$ cat src/rtl/irq_seq_pkg.sv
package irq_seq_pkg;
  typedef enum logic [1:0] {
    PM_RUN  = 2'd0,
    PM_STOP = 2'd1,
    PM_WAIT = 2'd2
  } pm_mode_t;
endpackage

$ cat src/rtl/irq_seq_prio.sv
// Fixed-priority pick: index 0 is the most urgent request.
module irq_seq_prio #(
  parameter int NUM_HW = 3,
  localparam int IW = (NUM_HW > 1) ? $clog2(NUM_HW) : 1
) (
  input  logic [NUM_HW-1:0] req,
  output logic              hit,
  output logic [IW-1:0]     idx
);
  always_comb begin
    hit = 1'b0;
    idx = '0;
    for (int i = NUM_HW - 1; i >= 0; i--) begin
      if (req[i]) begin
        hit = 1'b1;
        idx = IW'(i);
      end
    end
  end
endmodule

$ cat src/rtl/irq_seq_vec.sv
// Vector address generator: the pairs descend from the reset vector.
module irq_seq_vec #(
  parameter int          VEC_W   = 16,
  parameter int          NUM_HW  = 3,
  parameter logic [15:0] VEC_TOP = 16'h1FFE,
  localparam int IW = (NUM_HW > 1) ? $clog2(NUM_HW) : 1
) (
  input  logic             is_swi,
  input  logic [IW-1:0]    hw_idx,
  output logic [VEC_W-1:0] addr
);
  logic [VEC_W-1:0] hw_tab [NUM_HW];

  for (genvar g = 0; g < NUM_HW; g++) begin : g_tab
    assign hw_tab[g] = VEC_W'(VEC_TOP) - VEC_W'(2 * (g + 2));
  end

  always_comb begin
    if (is_swi) addr = VEC_W'(VEC_TOP) - VEC_W'(2);
    else        addr = hw_tab[hw_idx];
  end
endmodule

$ cat src/rtl/irq_seq_pwr.sv
// Low-power mode state and clock enable decode.
module irq_seq_pwr
  import irq_seq_pkg::*;
(
  input  logic     clk,
  input  logic     rst,
  input  logic     go_stop,
  input  logic     go_wait,
  input  logic     wake,
  output pm_mode_t mode,
  output logic     osc_en,
  output logic     cpu_clk_en,
  output logic     tmr_clk_en
);
  always_ff @(posedge clk) begin
    if (rst) begin
      mode <= PM_RUN;
    end else begin
      case (mode)
        PM_RUN: begin
          if (go_stop)      mode <= PM_STOP;
          else if (go_wait) mode <= PM_WAIT;
        end
        PM_STOP, PM_WAIT: if (wake) mode <= PM_RUN;
        default: mode <= PM_RUN;
      endcase
    end
  end

  always_comb begin
    osc_en     = (mode != PM_STOP);
    cpu_clk_en = (mode == PM_RUN);
    tmr_clk_en = (mode != PM_STOP);
  end
endmodule

$ cat src/rtl/irq_seq_top.sv
module irq_seq_top
  import irq_seq_pkg::*;
#(
  parameter int          VEC_W     = 16,
  parameter logic [15:0] VEC_TOP   = 16'h1FFE,
  parameter logic [2:0]  STOP_WAKE = 3'b001,
  parameter logic [2:0]  WAIT_WAKE = 3'b011
) (
  input  logic             clk,
  input  logic             rst,
  input  logic             boundary,
  input  logic             swi_strobe,
  input  logic             ext_req,
  input  logic             tof_req,
  input  logic             rti_req,
  input  logic             cpi_req,
  input  logic             mask_in,
  input  logic             stop_cmd,
  input  logic             wait_cmd,
  output logic             take,
  output logic [VEC_W-1:0] vec_addr,
  output logic             set_mask,
  output logic             osc_en,
  output logic             cpu_clk_en,
  output logic             tmr_clk_en,
  output logic             in_stop,
  output logic             in_wait
);
  localparam int NUM_HW = 3;
  localparam int IW     = $clog2(NUM_HW);

  pm_mode_t         mode;
  logic [NUM_HW-1:0] hw_raw, hw_ok;
  logic             hit, swi_go, take_d, go_stop, go_wait, wake;
  logic [IW-1:0]    hw_idx;
  logic [VEC_W-1:0] next_addr;

  // index 0 external, 1 shared timer, 2 periodic
  assign hw_raw = {cpi_req, tof_req | rti_req, ext_req};

  always_comb begin
    case (mode)
      PM_RUN:  hw_ok = boundary ? hw_raw : '0;
      PM_STOP: hw_ok = hw_raw & STOP_WAKE;
      PM_WAIT: hw_ok = hw_raw & WAIT_WAKE;
      default: hw_ok = '0;
    endcase
    if (mask_in) hw_ok = '0;
  end

  irq_seq_prio #(.NUM_HW(NUM_HW)) u_prio (
    .req (hw_ok),
    .hit (hit),
    .idx (hw_idx)
  );

  assign swi_go  = (mode == PM_RUN) && boundary && swi_strobe;
  assign take_d  = swi_go || hit;
  assign go_stop = (mode == PM_RUN) && stop_cmd && !take_d;
  assign go_wait = (mode == PM_RUN) && wait_cmd && !take_d && !stop_cmd;
  assign wake    = hit && (mode != PM_RUN);

  irq_seq_vec #(.VEC_W(VEC_W), .NUM_HW(NUM_HW), .VEC_TOP(VEC_TOP)) u_vec (
    .is_swi (swi_go),
    .hw_idx (hw_idx),
    .addr   (next_addr)
  );

  irq_seq_pwr u_pwr (
    .clk        (clk),
    .rst        (rst),
    .go_stop    (go_stop),
    .go_wait    (go_wait),
    .wake       (wake),
    .mode       (mode),
    .osc_en     (osc_en),
    .cpu_clk_en (cpu_clk_en),
    .tmr_clk_en (tmr_clk_en)
  );

  always_ff @(posedge clk) begin
    if (rst) begin
      take     <= 1'b0;
      set_mask <= 1'b1;
      vec_addr <= VEC_W'(VEC_TOP);
    end else begin
      take     <= take_d;
      set_mask <= take_d;
      if (take_d) vec_addr <= next_addr;
    end
  end

  assign in_stop = (mode == PM_STOP);
  assign in_wait = (mode == PM_WAIT);
endmodule

$ cat config.mk
export PLATFORM = sky130hd
export DESIGN_NAME = irq_seq_top
export DESIGN_NICKNAME = d
export VERILOG_FILES = /design/src/rtl/irq_seq_pkg.sv /design/src/rtl/irq_seq_prio.sv /design/src/rtl/irq_seq_vec.sv /design/src/rtl/irq_seq_pwr.sv /design/src/rtl/irq_seq_top.sv
export SDC_FILE = /design/constraint.sdc
export NUM_CORES = 1
export LEC_CHECK = 0
export BUFFER_PORTS_ARGS = -buffer_cell sky130_fd_sc_hd__buf_2
export CAP_MARGIN = 20
export CORE_MARGIN = 4
export CORE_UTILIZATION = 35
export DETAILED_ROUTE_END_ITERATION = 7
export GPL_TIMING_DRIVEN = 0
export HOLD_SLACK_MARGIN = 0.02
export SYNTH_ARGS = -nofsm -noshare
export SYNTH_HDL_FRONTEND = slang
export SYNTH_HIERARCHICAL = 1
export SYNTH_SLANG_ARGS = --single-unit
$ cat constraint.sdc
create_clock -name clk -period 2.25 [get_ports clk]
set_input_delay 0.45 -clock clk [delete_from_list [all_inputs] [get_ports clk]]
set_output_delay 0.45 -clock clk [all_outputs]
set_load 0.02 [all_outputs]
==> flow_metrics.py, run 1 <==
metrics = {
    "setup_path": {
        "criticalPathCategory": "reg2reg",
        "cp_top_family": "simple AND/OR/NAND/NOR gates",
        "cp.required_ns": 2.45,
        "slowest_delay_ns": 0.44,
        "crit_fanout": 9,
        "crit_slowest_cell": "or3_4",
        "crit_path_end_kind": "flip-flop",
        "rr_worst_depth": 9,
        "cp.arrival_ns": 2.35,
        "cp_cell_sequence": "buf_4, nor3_2, a2111oi_2, or3_4, a2111oi_4, and3b_1, nand2b_1, a21o_1, a21oi_2",
        "critical_path.startpoint_type": "flip-flop",
        "crit_buf_inv": 1,
        "cp_num_cells": 9,
    },
    "yosys": {
        "async_reset_ff_share_pct": 0,
        "synth_top_family_by_area": "compound AO/OA/AOI/OAI gates",
        "avgSynthCellArea_sq_um": 10.5,
        "synth_top_area_cell": "dfxtp_1",
        "syn_inst": 94,
        "synth_compound_area_share_pct": 22.5,
        "synth.most_common_cell": "dfxtp_1",
        "syn_area_sq_um": 983,
        "synthFlopType": "dfxtp_1",
        "yosysTopAreaCellShare_pct": 40.7,
        "synth_commonest_cells": "dfxtp_1 (20), buf_4 (14), o22a_1 (10)",
        "synth_seq_cells": 20,
        "synth_area_leaders": "dfxtp_1 (41%), buf_4 (11%), o22a_1 (8.9%), a22o_2 (4.1%), buf_6 (3.4%)",
        "synth_seq_area_share_pct": 40.7,
        "synth_edf_count": 0,
        "yosys.area_share.simple_pct": 16.9,
        "synthMuxAreaShare_pct": 0,
        "ys.warnings.count": 6,
        "ys_types": 35,
        "yosys.area_share.adder_pct": 2.54,
        "synth-xor-area-share_pct": 0,
    },
    "timing": {
        "finalSetupViolCount": 0,
        "final-hold-violation-count": 0,
        "rsz0062_at_grt": "true",
        "clock.fmax_ghz": 0.465,
        "skew_ns": 0.00764,
        "min_period_over_period_pct": 95.7,
        "final_max_slew_viol_count": 0,
        "finalCriticalPeriod_ns": 2.15,
    },
    "floorplanning": {
        "initial_core_util_pct": 38.3,
        "dieWidth_microns": 61.0,
        "die-height_microns": 61.0,
        "core.rowCount": 18,
        "core-area_sq_um": 2570,
        "dieArea_sq_um": 3720,
        "io_pins": 34,
    },
    "placement": {
        "gp_congestion": 0.674,
        "io_buffers": 33,
        "placed_cells": 160,
        "hpwl_microns": 1520,
        "placed_cell_area_sq_um": 1200,
    },
    "detailed_routing": {
        "wl_microns": 2020,
        "drt_iter0_drc": 4,
        "ant_nets": 0,
        "dr.pass1.iters": 4,
        "via_per_inst": 4.70,
        "vias": 770,
        "drcViolationCount": 0,
        "wl_per_cell_microns": 12.3,
    },
    "clock_tree": {
        "tritoncts": "built",
        "cts_buffer_depth": 2,
        "path_clk_slew_ns": 0.11,
        "clock-sinks": 20,
        "cts_buffers": 3,
        "ctsHoldBuffers": 0,
        "root_buffer": "clkbuf_4",
        "h-tree-depth": 1,
        "clk_latency_ns": 0.30,
    },
    "layout": {
        "post-route-util_pct": 50.7,
        "layout.nets": 148,
        "area_growth_pct": 32.4,
        "multi_input_area_sq_um": 480,
        "design_area_sq_um": 1300,
        "seq_area_sq_um": 400,
        "layout-drive-gt1-share_pct": 56.0,
        "n_antenna_cell": 0,
        "instances_no_fill": 164,
        "num-fill-cells": 246,
    },
    "min_path": {
        "hold_class": "in2reg",
        "hold_path_depth": 2,
    },
    "power_and_ir_drop": {
        "p_per_area_nw_per_um2": 752,
        "static-leakage-power_nw": 0.562,
        "ir_drop_mv": 0.414,
    },
    "grt": {
        "antenna_found_initial": 0,
        "grt_max_degree": 13,
        "track_usage_pct": 10.9,
        "overflow": 0,
        "grt_pass1_wl_microns": 3010,
        "grt_pass1_vias": 752,
    },
    "run": {
        "drv_cap": 0,
    },
    "run_status": {
        "status": "finished clean",
    },
}
## worst register-to-register path, cell delays in order, from the launching register on
cell	delay [ns]
dfxtp_1	0.34
buf_4	0.18
nor3_2	0.19
a2111oi_2	0.08
or3_4	0.44
a2111oi_4	0.35
and3b_1	0.21
nand2b_1	0.10
a21o_1	0.13
a21oi_2	0.05
## layout by cell type, fill, tap and decap left out, types with 2 or more instances in the layout
master	instances
buf_4	14
conb_1	4
nand2b_1	2
a22o_2	4
dfxtp_1	20
buf_2	33
clkbuf_4	3
nor2_1	3
o22a_1	10
inv_1	4
buf_6	3
nand2b_4	2
o22a_2	2
ha_1	2
nor2b_1	3
## path summary, 6_finish.rpt
| check | start | to | slack [ns] |
|---|---|---|---|
| worst min register to register | vec_addr[9] | vec_addr[9] | 0.49 |
| worst max-delay path | u_pwr/mode[1] | u_pwr/mode[0] | 0.1 |
| worst max register to register | u_pwr/mode[1] | u_pwr/mode[0] | 0.1 |
| worst min-delay path | rst | u_pwr/mode[0] | 0.37 |
## layout make-up
class | count | share of cell area [%]
Clock buffer | 3 | 1.73
Tap cell | 30 | 2.88
Timing Repair Buffer | 33 | 12.7
Inverter | 7 | 2.11
Clock inverter | 1 | 2.31
Buffer | 17 | 10.7
Sequential cell | 20 | 30.7
Multi-Input combinational cell | 53 | 36.9
## registers in the layout, indices dropped and copies added, names as in the netlist
name,count
vec_addr,16
u_pwr/mode,2
set_mask,1
take,1
## cells by family after synthesis
group                      after synthesis
buffers and inverters                   24
other                                    1
AOI/OAI and AO/OA                       25
and+or+nand+nor                         22
DFF                                     20
adders and majority gates                2
## timing repair
action,4_1_cts,5_1_grt
gates resized for setup,5,5
setup endpoints to repair,11,13
pin swaps,0,1
setup buffers,0,0
## metrics by stage
stage | worst slack, ns | TNS, ns | hold WS, ns | power [mW]
2_1_floorplan | 0.131 | 0 | 0.500 | 0.603
3_3_place_gp | -0.198 | -0.876 | 0.458 | 0.667
3_5_place_dp | -0.209 | -1.42 | 0.465 | 0.673
4_1_cts | 0.0403 | 0 | 0.364 | 0.978
5_1_grt | -0.0382 | -0.104 | 0.366 | 1.03
6_report | 0.0977 | 0 | 0.371 | 0.979
## power by group
part / total, mW / internal (mW) / leakage [nW] / switching, mW
clock network: 0.289 / 0.180 / 0.0279 / 0.109
logic: 0.299 / 0.132 / 0.370 / 0.167
registers: 0.392 / 0.379 / 0.164 / 0.0126
total: 0.979 / 0.691 / 0.562 / 0.288
## routing by layer
layer	wire length (microns)	track usage (%)	up-vias	share of wire (%)
met5	0	0	-	0
met2	1110	20.9	12	55
met3	89	2.98	0	4.4
met4	0	2.79	0	0
li1	-	-	393	-
met1	822	11.6	365	41
No activity file was read; power rests on OpenSTA's default activity.
==> run 2, diff against run 1 <==
- REMOVE_ABC_BUFFERS: default -> 1
==> run 2 against run 1 <==
Net effect:
- routed wire length shrank 13%
- critical path depth shrank 1
- non-clock buffer count shrank 17
- worst setup slack gained 0.046 ns
- final cell count shrank 10%
- maximum frequency grew 2.2%
- clock skew grew 0.0046 ns
- die area is the same
- worst hold slack lost 0.019 ns
- critical path type unchanged
==> flow_metrics.py, run 2 (synthesis results as in run 1) <==
metrics = {
    "layout": {
        "post-route-util_pct": 45.0,
        "layout.nets": 131,
        "n_antenna_cell": 0,
        "multi_input_area_sq_um": 469,
        "seq_area_sq_um": 403,
        "num-fill-cells": 256,
        "mostFrequentLayoutCells": "buf_2 (33), dfxtp_1 (18), o22a_1 (10)",
        "layout_commonest_cell": "buf_2",
        "largest_reg_flops": 16,
        "instances_no_fill": 147,
        "layout-drive-gt1-share_pct": 49.6,
        "area_growth_pct": 17.4,
        "reg_top3": "vec_addr (16), u_pwr/mode (2)",
        "largest_register": "vec_addr",
    },
    "detailed_routing": {
        "ant_nets": 0,
        "wl_per_cell_microns": 11.9,
        "wl_microns": 1750,
        "drt_iter0_drc": 17,
        "drcViolationCount": 0,
        "vias": 709,
        "via_per_inst": 4.82,
        "dr.pass1.iters": 4,
    },
    "power_and_ir_drop": {
        "p_per_area_nw_per_um2": 815,
        "static-leakage-power_nw": 0.476,
        "p_switching_uw": 276,
        "pwr-share-clk_pct": 30.5,
        "internal_power_uw": 665,
        "p_comb_share_pct": 26.1,
        "power.share.switching_pct": 29.3,
        "ir_drop_mv": 0.594,
        "seqPwrFrac_pct": 43.4,
    },
    "setup_path": {
        "cp_cell_sequence": "nor3_2, a2111oi_2, or3_4, a2111oi_4, and3b_1, nand2b_1, a21o_1, a21oi_2",
        "crit_path_end_kind": "flip-flop",
        "criticalPathCategory": "reg2reg",
        "crit_slowest_cell": "or3_4",
        "cp_top_family": "simple AND/OR/NAND/NOR gates",
        "cp.required_ns": 2.46,
        "cp.arrival_ns": 2.32,
        "cp_num_cells": 8,
        "rr_worst_depth": 8,
        "critical_path.startpoint_type": "flip-flop",
        "crit_buf_inv": 0,
        "crit_fanout": 11,
        "slowest_delay_ns": 0.44,
    },
    "floorplanning": {
        "core-area_sq_um": 2570,
        "dieArea_sq_um": 3720,
        "dieWidth_microns": 61.0,
        "core.rowCount": 18,
        "io_pins": 34,
        "initial_core_util_pct": 38.3,
        "die-height_microns": 61.0,
    },
    "grt": {
        "track_usage_pct": 9.76,
        "grt_max_degree": 14,
        "antenna_found_initial": 0,
        "overflow": 0,
        "grt_pass1_vias": 680,
        "grt_pass1_wl_microns": 2760,
    },
    "placement": {
        "placed_cells": 143,
        "hpwl_microns": 1340,
        "io_buffers": 33,
        "gp_congestion": 0.651,
    },
    "timing": {
        "min_period_over_period_pct": 93.6,
        "rsz0062_at_grt": "false",
        "relSlewSlack_pct": 63.3,
        "final-hold-violation-count": 0,
        "finalCriticalPeriod_ns": 2.11,
        "clock.fmax_ghz": 0.475,
        "tightest_slew_ns": 0.551,
        "tns_ns": 0,
        "skew_ns": 0.0122,
        "finalSetupViolCount": 0,
        "final_max_slew_viol_count": 0,
    },
    "run": {
        "drv_cap": 0,
    },
    "clock_tree": {
        "h-tree-depth": 1,
        "root_buffer": "clkbuf_4",
        "ctsHoldBuffers": 0,
        "tritoncts": "built",
        "clock-sinks": 20,
        "cts_buffers": 3,
        "clk_latency_ns": 0.30,
        "post_cts_resize_count": 4,
        "cts_setup_buffers": 0,
        "cts_buffer_depth": 2,
        "path_clk_slew_ns": 0.11,
    },
    "run_status": {
        "status": "finished clean",
    },
    "min_path": {
        "hold_class": "in2reg",
        "hold_path_depth": 2,
    },
}
run 2: cell count changes in the layout (fill, tap and decap cells not counted), moves of 2 or more:
cell / change
buf_4: -14
buf_6: -3
dfxtp_1: -2
dfxtp_2: +2
run 2: metrics by stage:
stage	power, mW	instance area (sq um)	hold WS [ns]	worst slack (ns)
finish	0.941	1150	0.352	0.144
global route	0.989	1150	0.348	0.0327
CTS	0.935	1120	0.324	-0.0167
global placement	0.635	1060	0.462	-0.198
detailed placement	0.641	1060	0.461	-0.247
floorplan	0.572	856	0.512	0.130
run 2: per-layer routing:
metal | wire (microns) | track usage [%] | up-vias
met4 | 8 | 1.86 | 0
li1 | - | - | 362
met2 | 875 | 17.1 | 21
met5 | 0 | 0 | -
met1 | 717 | 10.8 | 324
met3 | 149 | 4.68 | 2
run 2: power by group through the flow:
stage	clock (mW)	combinational [mW]	sequential, mW
floorplan	0	0.139	0.433
global placement	0	0.225	0.409
detailed placement	0	0.230	0.411
CTS	0.295	0.234	0.405
global route	0.309	0.267	0.413
finish	0.287	0.246	0.408
run 2: worst paths after layout:
check | from | end | slack, ns
max | u_pwr/mode[0] | u_pwr/mode[0] | 0.14
min | rst | u_pwr/mode[0] | 0.35
max reg2reg | u_pwr/mode[0] | u_pwr/mode[0] | 0.14
min reg2reg | vec_addr[10] | vec_addr[10] | 0.49
run 2: layout make-up:
class,instances,area share [%]
Clock buffer,3,1.95
Sequential cell,20,34.9
Clock inverter,1,2.60
Tap cell,30,3.25
Multi-Input combinational cell,53,40.6
Inverter,7,2.38
Timing Repair Buffer,33,14.3
